--- config.mk ---
export PLATFORM = sky130hd
export DESIGN_NAME = rdp_tile
export DESIGN_NICKNAME = d
export VERILOG_FILES = /design/src/rtl/rdp_tile_pkg.sv /design/src/rtl/rdp_cfg_chain.sv /design/src/rtl/rdp_operand_mux.sv /design/src/rtl/rdp_func_unit.sv /design/src/rtl/rdp_tile.sv
export SDC_FILE = /design/constraint.sdc
export NUM_CORES = 1
export LEC_CHECK = 0
export ABC_CLOCK_PERIOD_IN_PS = 7720
export CORE_ASPECT_RATIO = 1.4
export CORE_MARGIN = 3
export CORE_UTILIZATION = 50
export CTS_CLUSTER_SIZE = 10
export DETAILED_ROUTE_END_ITERATION = 6
export PLACE_DENSITY = 0.77
export SYNTH_ARGS = -nofsm -noshare
export SYNTH_HDL_FRONTEND = slang
export SYNTH_HIERARCHICAL = 1
export SYNTH_SLANG_ARGS = --single-unit
--- constraint.sdc ---
create_clock -name clk -period 7.72 [get_ports clk]
set_clock_uncertainty 0.05 [all_clocks]
set_input_delay 1.544 -clock clk [delete_from_list [all_inputs] [get_ports clk]]
set_output_delay 1.544 -clock clk [all_outputs]
set_load 0.02 [all_outputs]
--- src/rtl/rdp_tile_pkg.sv ---
package rdp_tile_pkg;

   typedef enum logic [1:0] {
      MODE_FU    = 2'd0,
      MODE_TU    = 2'd1,
      MODE_FU_TU = 2'd2,
      MODE_TU_TU = 2'd3
   } tile_mode_e;

   typedef enum logic [1:0] {
      SEL_A   = 2'd0,
      SEL_B   = 2'd1,
      SEL_C   = 2'd2,
      SEL_IMM = 2'd3
   } opnd_sel_e;

   // Packed control fields; first member is most significant.
   typedef struct packed {
      opnd_sel_e  sel_b;
      opnd_sel_e  sel_a;
      logic       sub;
      tile_mode_e mode;
   } tile_ctrl_t;

   localparam int CTRL_W = $bits(tile_ctrl_t);

endpackage

--- src/rtl/rdp_cfg_chain.sv ---
module rdp_cfg_chain #(
   parameter int CFG_W = 71
) (
   input  logic             clk,
   input  logic             rst_n,
   input  logic             shift_en,
   input  logic             shift_bit,
   input  logic             commit,
   output logic             chain_out,
   output logic [CFG_W-1:0] active
);

   generate
      if (CFG_W < 2) begin : g_bad_width
         $error("rdp_cfg_chain: CFG_W must be at least 2");
      end
   endgenerate

   logic [CFG_W-1:0] shadow;

   always_ff @(posedge clk) begin
      if (!rst_n) begin
         shadow <= '0;
      end else if (shift_en) begin
         shadow <= {shift_bit, shadow[CFG_W-1:1]};
      end
   end

   always_ff @(posedge clk) begin
      if (!rst_n) begin
         active <= '0;
      end else if (commit) begin
         active <= shadow;
      end
   end

   assign chain_out = shadow[0];

   a_r2_shift_moves: assert property (@(posedge clk) disable iff (!rst_n)
      shift_en |=> (shadow[CFG_W-2:0] == $past(shadow[CFG_W-1:1])) && (shadow[CFG_W-1] == $past(shift_bit)));

   a_r3_hold_without_commit: assert property (@(posedge clk) disable iff (!rst_n)
      !commit |=> $stable(active));

   a_r3_commit_pre_shift: assert property (@(posedge clk) disable iff (!rst_n)
      commit |=> (active == $past(shadow)));

endmodule

--- src/rtl/rdp_operand_mux.sv ---
module rdp_operand_mux
   import rdp_tile_pkg::*;
#(
   parameter int DATA_W = 64
) (
   input  opnd_sel_e         sel,
   input  logic [DATA_W-1:0] opnd_a,
   input  logic [DATA_W-1:0] opnd_b,
   input  logic [DATA_W-1:0] opnd_c,
   input  logic [DATA_W-1:0] imm,
   output logic [DATA_W-1:0] picked
);

   always_comb begin
      unique case (sel)
         SEL_A:   picked = opnd_a;
         SEL_B:   picked = opnd_b;
         SEL_C:   picked = opnd_c;
         SEL_IMM: picked = imm;
         default: picked = '0;
      endcase
   end

endmodule

--- src/rtl/rdp_func_unit.sv ---
module rdp_func_unit #(
   parameter int DATA_W = 64,
   parameter bit IS_MUL = 1'b0
) (
   input  logic [DATA_W-1:0] lhs,
   input  logic [DATA_W-1:0] rhs,
   input  logic              sub,
   output logic [DATA_W-1:0] result
);

   generate
      if (IS_MUL) begin : g_mul
         logic unused_sub;
         assign unused_sub = sub;
         assign result     = lhs * rhs;
      end else begin : g_addsub
         assign result = sub ? (lhs - rhs) : (lhs + rhs);
      end
   endgenerate

endmodule

--- src/rtl/rdp_tile.sv ---
module rdp_tile
   import rdp_tile_pkg::*;
#(
   parameter int DATA_W  = 64,
   parameter int ROW_IDX = 0,
   parameter int COL_IDX = 0
) (
   input  logic              clk,
   input  logic              rst_n,
   input  logic [DATA_W-1:0] in_a,
   input  logic [DATA_W-1:0] in_b,
   input  logic [DATA_W-1:0] in_c,
   input  logic              cfg_en,
   input  logic              cfg_bit,
   input  logic              cfg_commit,
   output logic              cfg_out,
   output logic [DATA_W-1:0] fu_out,
   output logic [DATA_W-1:0] tu_out
);

   localparam int CFG_W  = CTRL_W + DATA_W;
   localparam bit IS_MUL = (((ROW_IDX + COL_IDX) % 2) == 1);

   generate
      if (DATA_W < 2) begin : g_bad_data
         $error("rdp_tile: DATA_W must be at least 2");
      end
      if (ROW_IDX < 0 || COL_IDX < 0) begin : g_bad_pos
         $error("rdp_tile: position indices must be non-negative");
      end
   endgenerate

   logic [CFG_W-1:0]  cfg_active;
   tile_ctrl_t        ctrl;
   logic [DATA_W-1:0] imm;
   logic [DATA_W-1:0] lhs, rhs, fu_res;
   logic [DATA_W-1:0] fu_next, tu_next;

   rdp_cfg_chain #(.CFG_W(CFG_W)) u_cfg (
      .clk       (clk),
      .rst_n     (rst_n),
      .shift_en  (cfg_en),
      .shift_bit (cfg_bit),
      .commit    (cfg_commit),
      .chain_out (cfg_out),
      .active    (cfg_active)
   );

   assign ctrl = tile_ctrl_t'(cfg_active[CTRL_W-1:0]);
   assign imm  = cfg_active[CFG_W-1:CTRL_W];

   rdp_operand_mux #(.DATA_W(DATA_W)) u_mux_lhs (
      .sel    (ctrl.sel_a),
      .opnd_a (in_a),
      .opnd_b (in_b),
      .opnd_c (in_c),
      .imm    (imm),
      .picked (lhs)
   );

   rdp_operand_mux #(.DATA_W(DATA_W)) u_mux_rhs (
      .sel    (ctrl.sel_b),
      .opnd_a (in_a),
      .opnd_b (in_b),
      .opnd_c (in_c),
      .imm    (imm),
      .picked (rhs)
   );

   rdp_func_unit #(.DATA_W(DATA_W), .IS_MUL(IS_MUL)) u_fu (
      .lhs    (lhs),
      .rhs    (rhs),
      .sub    (ctrl.sub),
      .result (fu_res)
   );

   always_comb begin
      unique case (ctrl.mode)
         MODE_FU:    begin fu_next = fu_res; tu_next = '0;   end
         MODE_TU:    begin fu_next = '0;     tu_next = in_c; end
         MODE_FU_TU: begin fu_next = fu_res; tu_next = in_c; end
         MODE_TU_TU: begin fu_next = in_a;   tu_next = in_c; end
         default:    begin fu_next = '0;     tu_next = '0;   end
      endcase
   end

   always_ff @(posedge clk) begin
      if (!rst_n) begin
         fu_out <= '0;
         tu_out <= '0;
      end else begin
         fu_out <= fu_next;
         tu_out <= tu_next;
      end
   end

   a_r7_fu_only_tu_zero: assert property (@(posedge clk) disable iff (!rst_n)
      (ctrl.mode == MODE_FU) |=> (tu_out == '0));

   a_r8_tu_only_fu_zero: assert property (@(posedge clk) disable iff (!rst_n)
      (ctrl.mode == MODE_TU) |=> (fu_out == '0));

   a_r10_dual_transfer_a: assert property (@(posedge clk) disable iff (!rst_n)
      (ctrl.mode == MODE_TU_TU) |=> (fu_out == $past(in_a)));

   a_r11_transfer_latency: assert property (@(posedge clk) disable iff (!rst_n)
      (ctrl.mode != MODE_FU) |=> (tu_out == $past(in_c)));

   a_r9_fu_result_latency: assert property (@(posedge clk) disable iff (!rst_n)
      (ctrl.mode == MODE_FU_TU) |=> (fu_out == $past(fu_res)));

endmodule

# == Word level (Yosys, flattened, before mapping) ==
# Cells that the tools add are included.
# word_totals
ff_bits,270
in_bits,197
out_inout_bits,129
elab_cells,25
# classes
add_sub_neg,2
eq_ne,9
muxes,5
reduce_logical,5
# ops
operator,n
$pmux W64 S4,2
$pmux W64 S3,1
$pmux W64 S2,1
$add A64 B64 Y64,1
$mux W64,1
$sub A64 B64 Y64,1
$eq A2 B2 Y1 const B,6
$eq A2 B1 Y1 const B,3
$logic_not A2 Y1,3
$reduce_or A3 Y1,1
$reduce_or A2 Y1,1

# == Logic depth before layout (Yosys ltp) ==
# depth
ltp_word,5
depth_mapped,28
ltp_nobuf,25

# == Hierarchy ==
# Netlist, hierarchy kept.
# by_module_without_submodules
mod,instances,cells_each,area_each_um2,seq_area_each_um2
rdp_cfg_chain,1,457,5455.2,2842.7
rdp_func_unit,1,783,5251.3,0.0
rdp_tile,1,419,4227.8,2562.5
rdp_operand_mux,2,78,1622.8,0.0

# == Worst setup path after synthesis ==
# No wires, ideal clock.
# synth_path
path_kind,in2reg
start,input in_c[5]
end,register fu_out[61]
setup_time_ps,128
arrival_time_ps,6441
required_ps,7542
slack_ps,1102
path_stages,21
path_buffers,2
path_cell_list,mux4_2 > or3_1 > or3_1 > nor4_2 > and3b_1 > buf_2 > nand2_1 > o41ai_1 > xor2_1 > ha_1 > clkbuf_1 > nand4_1 > or3_1 > a211oi_1 > a2111oi_1 > o41ai_1 > nor3b_1 > a221oi_1 > xnor2_1 > nand3b_1 > o21ai_1
# synth_via
elab_chain_cells,4
word_cells_on_any_way,6
classes_between,2 x add/sub; 4 x mux
# synth_rtl
item,line,rtl
"start, declared",rdp_tile.sv:12,"input logic [DATA_W-1:0] in_c,"
$pmux W64 S4,rdp_operand_mux.sv:15,unique case (sel)
$add A64 B64 Y64 / $sub A64 B64 Y64 (equally long branches),rdp_func_unit.sv:17,assign result = sub ? (lhs - rhs) : (lhs + rhs);
$mux W64 *,rdp_func_unit.sv:17,
named net fu_res[61],rdp_tile.sv:36,"logic [DATA_W-1:0] lhs, rhs, fu_res;"
$pmux W64 S3 *,rdp_tile.sv:78,unique case (ctrl.mode)
"end signal, assigned",rdp_tile.sv:92,fu_out <= fu_next;
"end, declared",rdp_tile.sv:17,"output logic [DATA_W-1:0] fu_out,"
# The timed path passes the listed nets; every way through them passes the cells marked *.
# A chain may end at the register's enable or synchronous reset.

# == Worst setup path after layout ==
# layout_path
start,input in_c[5]
end,register fu_out[61]
# layout_via
elab_chain_cells,4
word_cells_on_any_way,6
classes_between,2 x add/sub; 4 x mux
# layout_rtl
item,line
$pmux W64 S4 *,rdp_operand_mux.sv:15
named net rhs[5],rdp_tile.sv:36
$add A64 B64 Y64 / $sub A64 B64 Y64 (equally long branches),rdp_func_unit.sv:17
$mux W64 *,rdp_func_unit.sv:17
named net fu_res[61],rdp_tile.sv:36
$pmux W64 S3 *,rdp_tile.sv:78
# Marks and branches as above.

==> impl_metrics.tcl <==
set metrics [dict create \
    drtAntennaViolNets 0 \
    htree_levels 1 \
    root_buffer "clkbuf_16" \
    cp_slowest_cell "or4b_4" \
    wirelength_mm 56.9 \
    arrival_ns 7.83 \
    clockPowerShare_pct 35.2 \
    drtIter0Drc 1075 \
    hold_violations 0 \
    synth_area_per_cell_sq_um 10.0 \
    cpPeakStageDelay_ns 0.54 \
    gp_congestion 0.951 \
    antenna_found_initial 0 \
    end_kind "flop" \
    syn_nets 2077 \
    required_ns 8.18 \
    initial_utilization_pct 50.8 \
    synth_edf_count 0 \
    layout_commonest_cell "clkdlybuf4s50_1" \
    cts_buffers 31 \
    cts_tree "built" \
    layout_min_cycle_time_ns 7.37 \
    grt_usage_pct 28.4 \
    dp_worst_setup_slack_ns -0.184 \
    core_area_sq_mm 0.0358 \
    post-route-period-util_pct 95.5 \
    cts_buffer_depth 3 \
    internal-power_w 0.00263 \
    pwr-share-comb_pct 25.2 \
    wire_per_inst_um 22.0 \
    rsz0062_at_grt "no" \
    drt-pass1-iter-count 5 \
    maxCapViolCount 0 \
    critPathKind "primary input to flop" \
    grt_max_degree 113 \
    status "finished, final reports clean" \
    first_global_vias 16000 \
    total_leakage_power_nw 8.50 \
    finalSetupViolCount 0 \
    path_clk_slew_ns 0.06 \
    fp.dieH_um 232 \
    clkLatencyLatePin_ns 0.58 \
    die_area_sq_mm 0.0387 \
    synth-async-reset-ratio_pct 0 \
    via_count 15400 \
    numClockSinks 270 \
    synth_largest_area_cell "dfxtp_1" \
    dp.final_hpwl_mm 42.8 \
    ys_warn_count 6 \
    pin_count 326 \
    min_path_type "flop to flop" \
    rows 82 \
    synth_cells 1815 \
    slew_violations 0 \
    die_x_um 167 \
    powerDensity_mw_per_mm2 164 \
    final_cell_mix "322 x clkdlybuf4s50_1, 264 x dfxtp_1, 147 x nor2b_1, 143 x mux2i_1, 124 x nand2_1" \
    yosysSeqAreaShare_pct 29.7 \
    synth_cell_types 75 \
    slew_headroom_pct 30.8 \
    post-cts-setup-buffers 0 \
    port_buffers 325 \
    syn_area_sq_mm 0.0182 \
    swShare_pct 28.8 \
    worstMarginPinSlew_ns 1.04 \
    p_total_w 0.00369 \
    fin_ws_ns 0.348 \
    drive_above_1_share_pct 12.3 \
    cp_max_fo 4 \
    power_switching_w 0.00106 \
    timing.critical_path.buf_inv 2 \
    synth_top_cell_area_share_pct 29.7 \
    cts.repair.resized 0 \
    grt_pass1_wl_mm 88.5 \
    routed_via_density 5.96 \
    peakVddDrop_mv 0.166 \
    crit_chain "clkdlybuf4s50_1 -> mux4_2 -> or3_1 -> nor3_2 -> or4b_4 -> nor4_4 -> and2_1 -> and3_1 -> a21oi_1 -> xnor2_1 -> ha_1 -> a21oi_1 -> nor2b_1 -> o21a_1 -> o2111a_1 -> a211o_1 -> a2111oi_1 -> buf_4 -> o41ai_1 -> nor3b_1 -> a221oi_1 -> xnor2_1 -> nand3b_1 -> o21ai_1" \
    seq_power_share_pct 39.6 \
    cp-start-kind "primary input" \
    synth_seq_cells 270 \
    synthFlopType "dfxtp_1" \
    drc 0 \
    holdBufCountCts 0 \
    fmax_ghz 0.136 \
    critPathTopFamily "simple AND/OR/NAND/NOR gates" \
    synthToLayoutAreaGrowth_pct 23.5 \
    synthTopCellsByArea "dfxtp_1 30%, mux4_2 15%, mux2i_1 7.9%" \
    antenna_cells 0 \
    grt_overflow_total 0 \
    layout.nets 2383 \
]
## final timing paths
| path | cells after the start | to | slack (ns) | start |
|---|---|---|---|---|
| max | 24 | fu_out[61] | 0.35 | in_c[5] |
| min | 2 | u_cfg/active[65] | 0.49 | u_cfg/active[65] |
| min reg2reg | 2 | u_cfg/active[65] | 0.49 | u_cfg/active[65] |
| max reg2reg | 23 | fu_out[61] | 1.03 | u_cfg/active[5] |
## metrics by stage
step	instance area, sq um	hold WS (ns)	util (%)	TNS (ns)	instances
after global placement	21600	0.459	60.4	-0.0251	2550
after floorplan	18200	0.432	-	0	1815
final	22500	0.486	62.7	0	2589
after global routing	22500	0.504	62.7	0	2589
after detailed placement	21600	0.478	60.4	-0.184	2550
after CTS	22500	0.486	62.7	0	2589
## state kept, by name, indices dropped and copies added (netlist names)
register / count
u_cfg/active: 71
u_cfg/shadow: 71
fu_out: 64
tu_out: 64
## cell usage after synthesis (all sizes together) (8+ instances only)
library cell,count
xnor2,85
nand4,20
or3,10
a21o,49
inv,20
o21bai,16
nor2b,147
nand2,125
nor2,78
mux2i,143
nand3,16
a31oi,15
nand2b,9
buf,85
dfxtp,270
nor4,8
o21ai,107
mux4,128
nand3b,65
a21oi,94
and2,69
nor3,21
xor2,36
ha,64
clkbuf,44
o21a,12
## logic make-up after synthesis
logic type	after synthesis	share of synthesized area, %
XOR/XNOR	121	5.83
AND/OR/NAND/NOR	595	18.4
buffers and inverters	150	5.83
adder cells (fa/ha/maj)	65	4.51
multiplexers	271	23.9
AO/OA/AOI/OAI	343	11.8
flip-flops	270	29.7
## routing by layer
layer  track usage (%)  share of wire [%]  up-vias  wire length (um)
met3              3.19                4.8      160              2710
li1                  -                  -     7208                 -
met1              31.9                 37     7479             21200
met5                 0                  0        -                 0
met4              13.7                4.9        0              2810
met2              53.3                 53      575             30200
## worst reg2reg max path: cells and delay by family (launching register included)
| family | cells | cell delay [ns] |
|---|---|---|
| AOI/OAI and AO/OA | 9 | 2.06 |
| xor gates and xnor gates | 2 | 0.32 |
| adders and majority gates | 1 | 0.32 |
| buffers and inverters | 1 | 0.21 |
| DFF | 1 | 0.62 |
| muxes | 1 | 0.59 |
| and+or+nand+nor | 9 | 2.46 |
## layout make-up
class                           count  area [sq um]
Clock buffer                       37           818
Clock inverter                      2          25.0
Fill cell                        2952         13300
Inverter                           21          78.8
Multi-Input combinational cell   1395         11700
Sequential cell                   270          5420
Tap cell                          462           578
Timing Repair Buffer              402          3830
## power by group through the flow
| stage | registers (W) | clock network (W) | logic (W) |
|---|---|---|---|
| global route | 0.00146 | 0.00137 | 0.000995 |
| CTS | 0.00146 | 0.00133 | 0.000923 |
| global placement | 0.00149 | 0 | 0.000910 |
| detailed placement | 0.00149 | 0 | 0.000916 |
| finish | 0.00146 | 0.00130 | 0.000929 |
| floorplan | 0.00155 | 0 | 0.000481 |
(Power assumes the default switching activity.)
